===== src/rtl/hb_cmd_pkg.sv =====
package hb_cmd_pkg;

  typedef enum logic [1:0] {
    SHP_IDLE = 2'd0,
    SHP_QUAL = 2'd1,
    SHP_HOLD = 2'd2
  } shp_state_e;

endpackage


===== src/rtl/hb_sync.sv =====
module hb_sync #(
  parameter int W = 4
) (
  input  logic         clk,
  input  logic         rst_n,
  input  logic [W-1:0] d_i,
  output logic [W-1:0] q_o
);

  logic [W-1:0] meta_q;
  logic [W-1:0] stab_q;

  always_ff @(posedge clk or negedge rst_n) begin
    if (!rst_n) begin
      meta_q <= '0;
      stab_q <= '0;
    end else begin
      meta_q <= d_i;
      stab_q <= meta_q;
    end
  end

  assign q_o = stab_q;

endmodule


===== src/rtl/hb_pulse_shaper.sv =====
// Shapes the active phase of req_i. A phase shorter than TBLANK_CYC samples
// is dropped. A qualified phase is held until TMIN_CYC cycles after its edge.
// Reset and abort move the shaper to its safe state: idle (output 0) or
// saturated hold (output 1), picked by SAFE_ACTIVE.
module hb_pulse_shaper
  import hb_cmd_pkg::*;
#(
  parameter int TMIN_CYC    = 120,
  parameter int TBLANK_CYC  = 30,
  parameter bit SAFE_ACTIVE = 1'b0
) (
  input  logic clk,
  input  logic rst_n,
  input  logic req_i,
  input  logic abort_i,
  output logic shaped_o
);

  localparam int          CW         = $clog2(TMIN_CYC + 1);
  localparam logic [CW-1:0] TMIN_C   = CW'(TMIN_CYC);
  localparam logic [CW-1:0] BLANK_LAST = CW'(TBLANK_CYC - 1);
  localparam shp_state_e  ENTRY_ST   = (TBLANK_CYC <= 1) ? SHP_HOLD : SHP_QUAL;

  shp_state_e    st_q, st_n;
  logic [CW-1:0] cnt_q, cnt_n;
  shp_state_e    safe_st;
  logic [CW-1:0] safe_cnt;

  generate
    if (SAFE_ACTIVE) begin : g_safe_hold
      assign safe_st  = SHP_HOLD;
      assign safe_cnt = TMIN_C;
    end else begin : g_safe_idle
      assign safe_st  = SHP_IDLE;
      assign safe_cnt = '0;
    end
  endgenerate

  always_comb begin
    st_n  = st_q;
    cnt_n = cnt_q;
    if (abort_i) begin
      st_n  = safe_st;
      cnt_n = safe_cnt;
    end else begin
      unique case (st_q)
        SHP_IDLE: begin
          if (req_i) begin
            st_n  = ENTRY_ST;
            cnt_n = CW'(1);
          end
        end
        SHP_QUAL: begin
          if (!req_i) begin
            st_n  = SHP_IDLE;
            cnt_n = '0;
          end else begin
            cnt_n = cnt_q + CW'(1);
            if (cnt_q == BLANK_LAST) st_n = SHP_HOLD;
          end
        end
        SHP_HOLD: begin
          if (!req_i && (cnt_q >= TMIN_C)) begin
            st_n  = SHP_IDLE;
            cnt_n = '0;
          end else if (cnt_q < TMIN_C) begin
            cnt_n = cnt_q + CW'(1);
          end
        end
        default: begin
          st_n  = safe_st;
          cnt_n = safe_cnt;
        end
      endcase
    end
  end

  always_ff @(posedge clk or negedge rst_n) begin
    if (!rst_n) begin
      st_q  <= safe_st;
      cnt_q <= safe_cnt;
    end else begin
      st_q  <= st_n;
      cnt_q <= cnt_n;
    end
  end

  assign shaped_o = (st_q == SHP_HOLD);

endmodule


===== src/rtl/hb_gate_cmd.sv =====
module hb_gate_cmd #(
  parameter int TMIN_CYC   = 120,
  parameter int TBLANK_CYC = 30
) (
  input  logic clk,
  input  logic rst_n,
  input  logic shdn_n_i,
  input  logic lo_req_i,
  input  logic hi_req_i,
  input  logic prot_en_i,
  output logic gate_lo_o,
  output logic gate_hi_o
);

  localparam int NSYNC = 4;

  logic [NSYNC-1:0] sync_q;
  logic lo_s, hi_s, sd_s, en_s;
  logic lo_cmd, gap_cmd, hi_cmd;
  logic conflict, allow;
  logic gate_lo_n, gate_hi_n;

  hb_sync #(.W(NSYNC)) u_sync (
    .clk   (clk),
    .rst_n (rst_n),
    .d_i   ({prot_en_i, shdn_n_i, hi_req_i, lo_req_i}),
    .q_o   (sync_q)
  );

  assign lo_s = sync_q[0];
  assign hi_s = sync_q[1];
  assign sd_s = sync_q[2];
  assign en_s = sync_q[3];

  // Low side: on-pulse shaping, safe state is off.
  hb_pulse_shaper #(
    .TMIN_CYC    (TMIN_CYC),
    .TBLANK_CYC  (TBLANK_CYC),
    .SAFE_ACTIVE (1'b0)
  ) u_lo_shp (
    .clk      (clk),
    .rst_n    (rst_n),
    .req_i    (lo_s),
    .abort_i  (conflict),
    .shaped_o (lo_cmd)
  );

  // High side: off-gap shaping, safe state is a held gap (switch off).
  hb_pulse_shaper #(
    .TMIN_CYC    (TMIN_CYC),
    .TBLANK_CYC  (TBLANK_CYC),
    .SAFE_ACTIVE (1'b1)
  ) u_hi_gap (
    .clk      (clk),
    .rst_n    (rst_n),
    .req_i    (~hi_s),
    .abort_i  (conflict),
    .shaped_o (gap_cmd)
  );

  assign hi_cmd = ~gap_cmd;

  always_comb begin
    conflict  = (lo_s & hi_s) | (lo_cmd & hi_cmd);
    allow     = sd_s & en_s;
    gate_lo_n = allow & lo_cmd & ~conflict;
    gate_hi_n = allow & hi_cmd & ~conflict;
  end

  always_ff @(posedge clk or negedge rst_n) begin
    if (!rst_n) begin
      gate_lo_o <= 1'b0;
      gate_hi_o <= 1'b0;
    end else begin
      gate_lo_o <= gate_lo_n;
      gate_hi_o <= gate_hi_n;
    end
  end

endmodule


===== config.mk =====
export PLATFORM = sky130hd
export DESIGN_NAME = hb_gate_cmd
export DESIGN_NICKNAME = d
export VERILOG_FILES = /design/src/rtl/hb_cmd_pkg.sv /design/src/rtl/hb_sync.sv /design/src/rtl/hb_pulse_shaper.sv /design/src/rtl/hb_gate_cmd.sv
export SDC_FILE = /design/constraint.sdc
export NUM_CORES = 1
export LEC_CHECK = 0
export BUFFER_PORTS_ARGS = -buffer_cell sky130_fd_sc_hd__buf_2
export CORE_MARGIN = 1.5
export CORE_UTILIZATION = 40
export DETAILED_ROUTE_END_ITERATION = 8
export PLACE_DENSITY = 0.65
export SLEW_MARGIN = 20
export SYNTH_ARGS = -nofsm -noshare
export SYNTH_HDL_FRONTEND = slang
export SYNTH_SLANG_ARGS = --single-unit

===== constraint.sdc =====
create_clock -name clk -period 1.9 [get_ports clk]
set_input_delay 0.38 -clock clk [delete_from_list [all_inputs] [get_ports clk]]
set_output_delay 0.38 -clock clk [all_outputs]
set_load 0.1 [all_outputs]

==> impl_metrics.tcl, run 1 <==
set metrics [dict create \
    die_height_um 64.0 \
    worst_slack_ns 0.113 \
    worstMarginPinSlew_ns 0.597 \
    grt_pass1_vias 1180 \
    use_met2_pct 25.9 \
    start_util_pct 43.2 \
    antenna_found_initial 0 \
    finalMaxSlewViolations 0 \
    coreArea_um2 3440 \
    wl_per_cell_um 13.4 \
    async_flop_share_pct 100 \
    synth_cell_types 43 \
    clock_skew_ns 0.00386 \
    synth_area_um2 1490 \
    postCtsHoldBufs 0 \
    hold_viol 0 \
    synth_top_area_share_pct 38.7 \
    place.detailed.hpwl_mm 2.09 \
    avgSynthCellArea_um2 9.54 \
    totalWireLength_mm 2.93 \
    rows 21 \
    path_clk_slew_ns 0.10 \
    period_share_pct 94.0 \
    drive_gt1_share_pct 19.2 \
    rsz0062_at_grt "no" \
    dpl-instance-area_um2 1630 \
    cp_data_required_time_ns 2.11 \
    cp-start-kind "flop" \
    power.density_nw_per_um2 1180 \
    insertion_delay_ns 0.28 \
    outcome "complete, no violations" \
    pre_cts_ws_ns 0.0271 \
    mostFrequentLayoutCell "dfrtp_1" \
    place_congestion 0.814 \
    synth.largest_area_cell "dfrtp_1" \
    layout_common_cells "23 x dfrtp_1, 16 x nor2_1, 14 x a21oi_1" \
    holdWs_ns 0.0929 \
    fmaxAchievable_mhz 560 \
    viasPerCell 5.52 \
    leakage_nw 0.773 \
    hold_class "in -> async" \
    final_cell_area_um2 1720 \
    crit_type "reg -> reg" \
    die_area_um2 4090 \
    cts_tree "built" \
    ant_nets 0 \
    gr-usage-all-layers_pct 15.3 \
    drc_errors 0 \
    cts.sinks 28 \
    syn2layout_area_growth_pct 15.3 \
    fillers 311 \
    multi_input_area_um2 739 \
    fin_nets 185 \
    globalRouteMet1Util_pct 18.5 \
    synth_edf_count 0 \
    diodes 0 \
    drt_iter0_markers 35 \
    grt_start_max_net_pins 29 \
    clock_path_buffers 2 \
    place_inst 213 \
    syn-num-nets 168 \
    critPathMaxFanout 6 \
    register_area_um2 707 \
    vias 1203 \
    first_pass_iters 4 \
    portBuffers 7 \
    synth_area_leaders "dfrtp_1 39%, dfstp_2 8.8%, ha_1 5.0%" \
    die_w_um 64.0 \
    htree_levels 1 \
    period_minus_slack_ns 1.79 \
    end_kind "flop" \
    stdcell_count 218 \
    top_usage_layer "met2" \
    ios 8 \
    ys.flop_type "dfrtp_1" \
    numCtsBuffers 3 \
    max_cap_viol_count 0 \
    fin_setup_tns_ns 0 \
    synth_seq_cells 28 \
    seq_area_frac_synth_pct 47.5 \
    max_slew_margin_pct 60.2 \
    cp.arrival_ns 1.99 \
    use_met3_pct 2.82 \
    syn_inst 156 \
    peakVddDrop_mv 0.578 \
    grt_pass1_wl_mm 5.00 \
    yosysWarnings 0 \
    finalSetupViolCount 0 \
    grt_overflow_total 0 \
    cts-root-buf "clkbuf_8" \
]
[Yosys cell counts (3+ instances only)]
| cell type | n |
|---|---|
| a21oi_1 | 14 |
| a22o_1 | 3 |
| a31oi_1 | 3 |
| and3_1 | 5 |
| buf_2 | 4 |
| dfrtp_1 | 23 |
| dfstp_2 | 5 |
| ha_1 | 6 |
| inv_1 | 6 |
| nand2_1 | 13 |
| nand2b_1 | 3 |
| nand3_1 | 3 |
| nor2_1 | 16 |
| nor2b_1 | 6 |
| nor3_1 | 5 |
| o21ai_0 | 8 |
[final timing paths]
kind	start	end	slack [ns]	cells past startpoint
max in group asynchronous	rst_n	u_lo_shp.st_q[1]	1.42	1
max reg2reg	u_hi_gap.cnt_q[3]	u_hi_gap.cnt_q[6]	0.11	5
min in group clk	hi_req_i	u_sync.meta_q[1]	0.20	1
min	rst_n	u_hi_gap.cnt_q[2]	0.09	1
max	u_hi_gap.cnt_q[3]	u_hi_gap.cnt_q[6]	0.11	5
min reg2reg	u_sync.meta_q[0]	u_sync.q_o[0]	0.36	0
[sequential cells by signal, indices dropped and copies added (netlist names)]
register and count:
gate_lo_o 1, gate_hi_o 1, u_sync.q_o 4, u_hi_gap.st_q 2, u_hi_gap.cnt_q 7, u_lo_shp.cnt_q 7, u_lo_shp.st_q 2, u_sync.meta_q 4
[worst max-delay path, cell delays in order, from the launching register on]
cell     delay [ns]
dfstp_2        0.59
nand4_2        0.13
or3b_1         0.41
a211o_1        0.36
nor2_1         0.17
nor3_2         0.06
[power by group]
group	switching, mW	total [mW]	internal (mW)
registers	0.129	0.877	0.748
clock network	0.194	0.476	0.282
logic	0.376	0.673	0.297
total	0.699	2.03	1.33
[routing by layer]
metal	vias to the layer above	share of wire, %
li1	592	-
met1	573	46
met2	33	49
met3	5	3.6
met4	0	1.4
met5	-	0
[through the flow]
step / power, mW / utilization, %
after global placement: 1.50 / 47.3
after CTS: 2.02 / 49.5
after global routing: 2.16 / 49.8
final: 2.03 / 49.8
after floorplan: 1.34 / -
after detailed placement: 1.54 / 47.3
[final cells by class]
| type | instances | share of cell area [%] |
|---|---|---|
| Timing Repair Buffer | 18 | 6.86 |
| Inverter | 6 | 1.31 |
| Clock inverter | 1 | 1.75 |
| Clock buffer | 3 | 2.41 |
| Sequential cell | 28 | 41.2 |
| Multi-Input combinational cell | 116 | 43.1 |
| Tap cell | 46 | 3.36 |
[kinds of logic after synthesis]
logic type,after synthesis,synth area share (%)
simple gates,65,23.6
compound gates,43,19.2
flops,28,47.5
buf+inv,12,3.36
fa+ha+maj,6,5.05
xor+xnor,1,0.589
mux,1,0.757
[timing repair]
item                       in CTS  in global routing
resized for setup               1                  1
pin swaps                       0                  1
setup buffers                   0                  1
setup endpoints to repair       1                  1
Note: power is estimated with default switching activity, not from simulation.
==> run 2, diff against run 1 <==
Settings changed: REMOVE_ABC_BUFFERS set to 1.
==> run 2 against run 1 <==
  * Final cell count is 1.4% lower
  * Via count decreased by 0.42%
  * Clock power decreased by 3%
  * Sequential share of layout area grew 0.67 points
  * Largest cell class unchanged
==> impl_metrics.tcl, run 2 (synthesis gave the netlist of run 1 again) <==
set metrics [dict create \
    totalWireLength_mm 2.85 \
    insertion_delay_ns 0.27 \
    hold_class "in -> async" \
    grt_pass1_wl_mm 4.95 \
    cts.sinks 28 \
    place.detailed.hpwl_mm 2.06 \
    viasPerCell 5.57 \
    cp_num_buf_inv 0 \
    cp-start-kind "flop" \
    cp_data_required_time_ns 2.11 \
    gr-usage-all-layers_pct 15.1 \
    postCtsHoldBufs 0 \
    grt_overflow_total 0 \
    place_congestion 0.862 \
    drt_iter0_markers 50 \
    mostFrequentLayoutCell "dfrtp_1" \
    slowest_stage "dfstp_2" \
    fmaxAchievable_mhz 570 \
    reg2regPathDepth 5 \
    drc_errors 0 \
    hold_viol 0 \
    portBuffers 7 \
    fillers 315 \
    drive_gt1_share_pct 17.2 \
    ios 8 \
    coreArea_um2 3440 \
    end_kind "flop" \
    critPathMaxFanout 6 \
    clock_path_buffers 2 \
    crit_chain "nand4_2, or3b_1, a211o_1, o21ai_0, a21oi_1" \
    worstMarginPinSlew_ns 0.631 \
    rows 21 \
    cp_top_family "flip-flops" \
    first_pass_iters 4 \
    numCtsBuffers 3 \
    holdWs_ns 0.111 \
    ant_nets 0 \
    path_clk_slew_ns 0.09 \
    grt_start_max_net_pins 29 \
    die_height_um 64.0 \
    vias 1198 \
    clock_skew_ns 0.00522 \
    multi_input_area_um2 734 \
    antenna_found_initial 0 \
    cts_tree "built" \
    finalMaxSlewViolations 0 \
    peakVddDrop_mv 0.490 \
    syn2layout_area_growth_pct 13.5 \
    fin_nets 182 \
    crit_cells 5 \
    die_area_um2 4090 \
    cts_setup_buffers 0 \
    max_stage_delay_ns 0.59 \
    cp.arrival_ns 1.96 \
    die_w_um 64.0 \
    largestRegisters "u_hi_gap.cnt_q (7), u_lo_shp.cnt_q (7)" \
    outcome "complete, no violations" \
    power.density_nw_per_um2 1170 \
    htree_levels 1 \
    rsz0062_at_grt "no" \
    max_cap_viol_count 0 \
    crit_type "reg -> reg" \
    period_share_pct 92.3 \
    cts-root-buf "clkbuf_8" \
    register_area_um2 707 \
    max_slew_margin_pct 57.9 \
    layout_common_cells "23 x dfrtp_1, 16 x nor2_1, 14 x a21oi_1" \
    start_util_pct 43.2 \
    diodes 0 \
    leakage_nw 0.757 \
    finalSetupViolCount 0 \
    wl_per_cell_um 13.3 \
    grt_pass1_vias 1104 \
    period_minus_slack_ns 1.75 \
    fin_setup_tns_ns 0 \
]
run 2: worst register-to-register path: stages (launching register included):
cell and delay, ns:
dfstp_2 0.59, nand4_2 0.11, or3b_1 0.41, a211o_1 0.37, o21ai_0 0.12, a21oi_1 0.09
run 2: worst paths after layout:
kind                              startpoint                end  slack [ns]
setup / recovery           u_hi_gap.cnt_q[5]  u_hi_gap.cnt_q[4]        0.15
hold / removal                         rst_n  u_hi_gap.cnt_q[2]        0.11
setup reg to reg           u_hi_gap.cnt_q[5]  u_hi_gap.cnt_q[4]        0.15
hold reg to reg             u_sync.meta_q[3]      u_sync.q_o[3]        0.36
max in group asynchronous              rst_n   u_lo_shp.st_q[0]        1.37
min in group clk                   prot_en_i   u_sync.meta_q[3]        0.21
run 2: layer usage:
metal,vias up,part of all wire [%],GRT usage [%]
met1,581,45,19.9
met5,-,0,0
li1,586,-,-
met3,2,4.0,3.17
met2,29,50,25.4
met4,0,0.67,3.26
run 2: through the flow:
stage                     cell area [µm²]  utilization (%)  setup slack, ns  instances  total power [mW]
after global routing                 1690             49.0           0.0136        215              2.11
final                                1690             49.0            0.147        215              1.97
after floorplan                      1460                -           0.0398        150              1.32
after detailed placement             1610             46.9            0.125        211              1.52
after CTS                            1680             48.9            0.119        215              1.99
after global placement               1610             46.9            0.193        211              1.49
run 2: cell type report:
type	instances	share of cell area (%)
Clock buffer	3	2.45
Sequential cell	28	41.9
Timing Repair Buffer	15	5.63
Multi-Input combinational cell	116	43.5
Inverter	6	1.33
Clock inverter	1	1.78
Tap cell	46	3.41
run 2: report_power, final:
part	switching (mW)	internal, mW
clock	0.180	0.282
sequential	0.128	0.748
combinational	0.356	0.278
total	0.664	1.31
run 2: repair_timing:
action	in CTS	in global routing
hold endpoints to repair	0	0
endpoints found under the setup margin	0	5
resized for setup	0	1
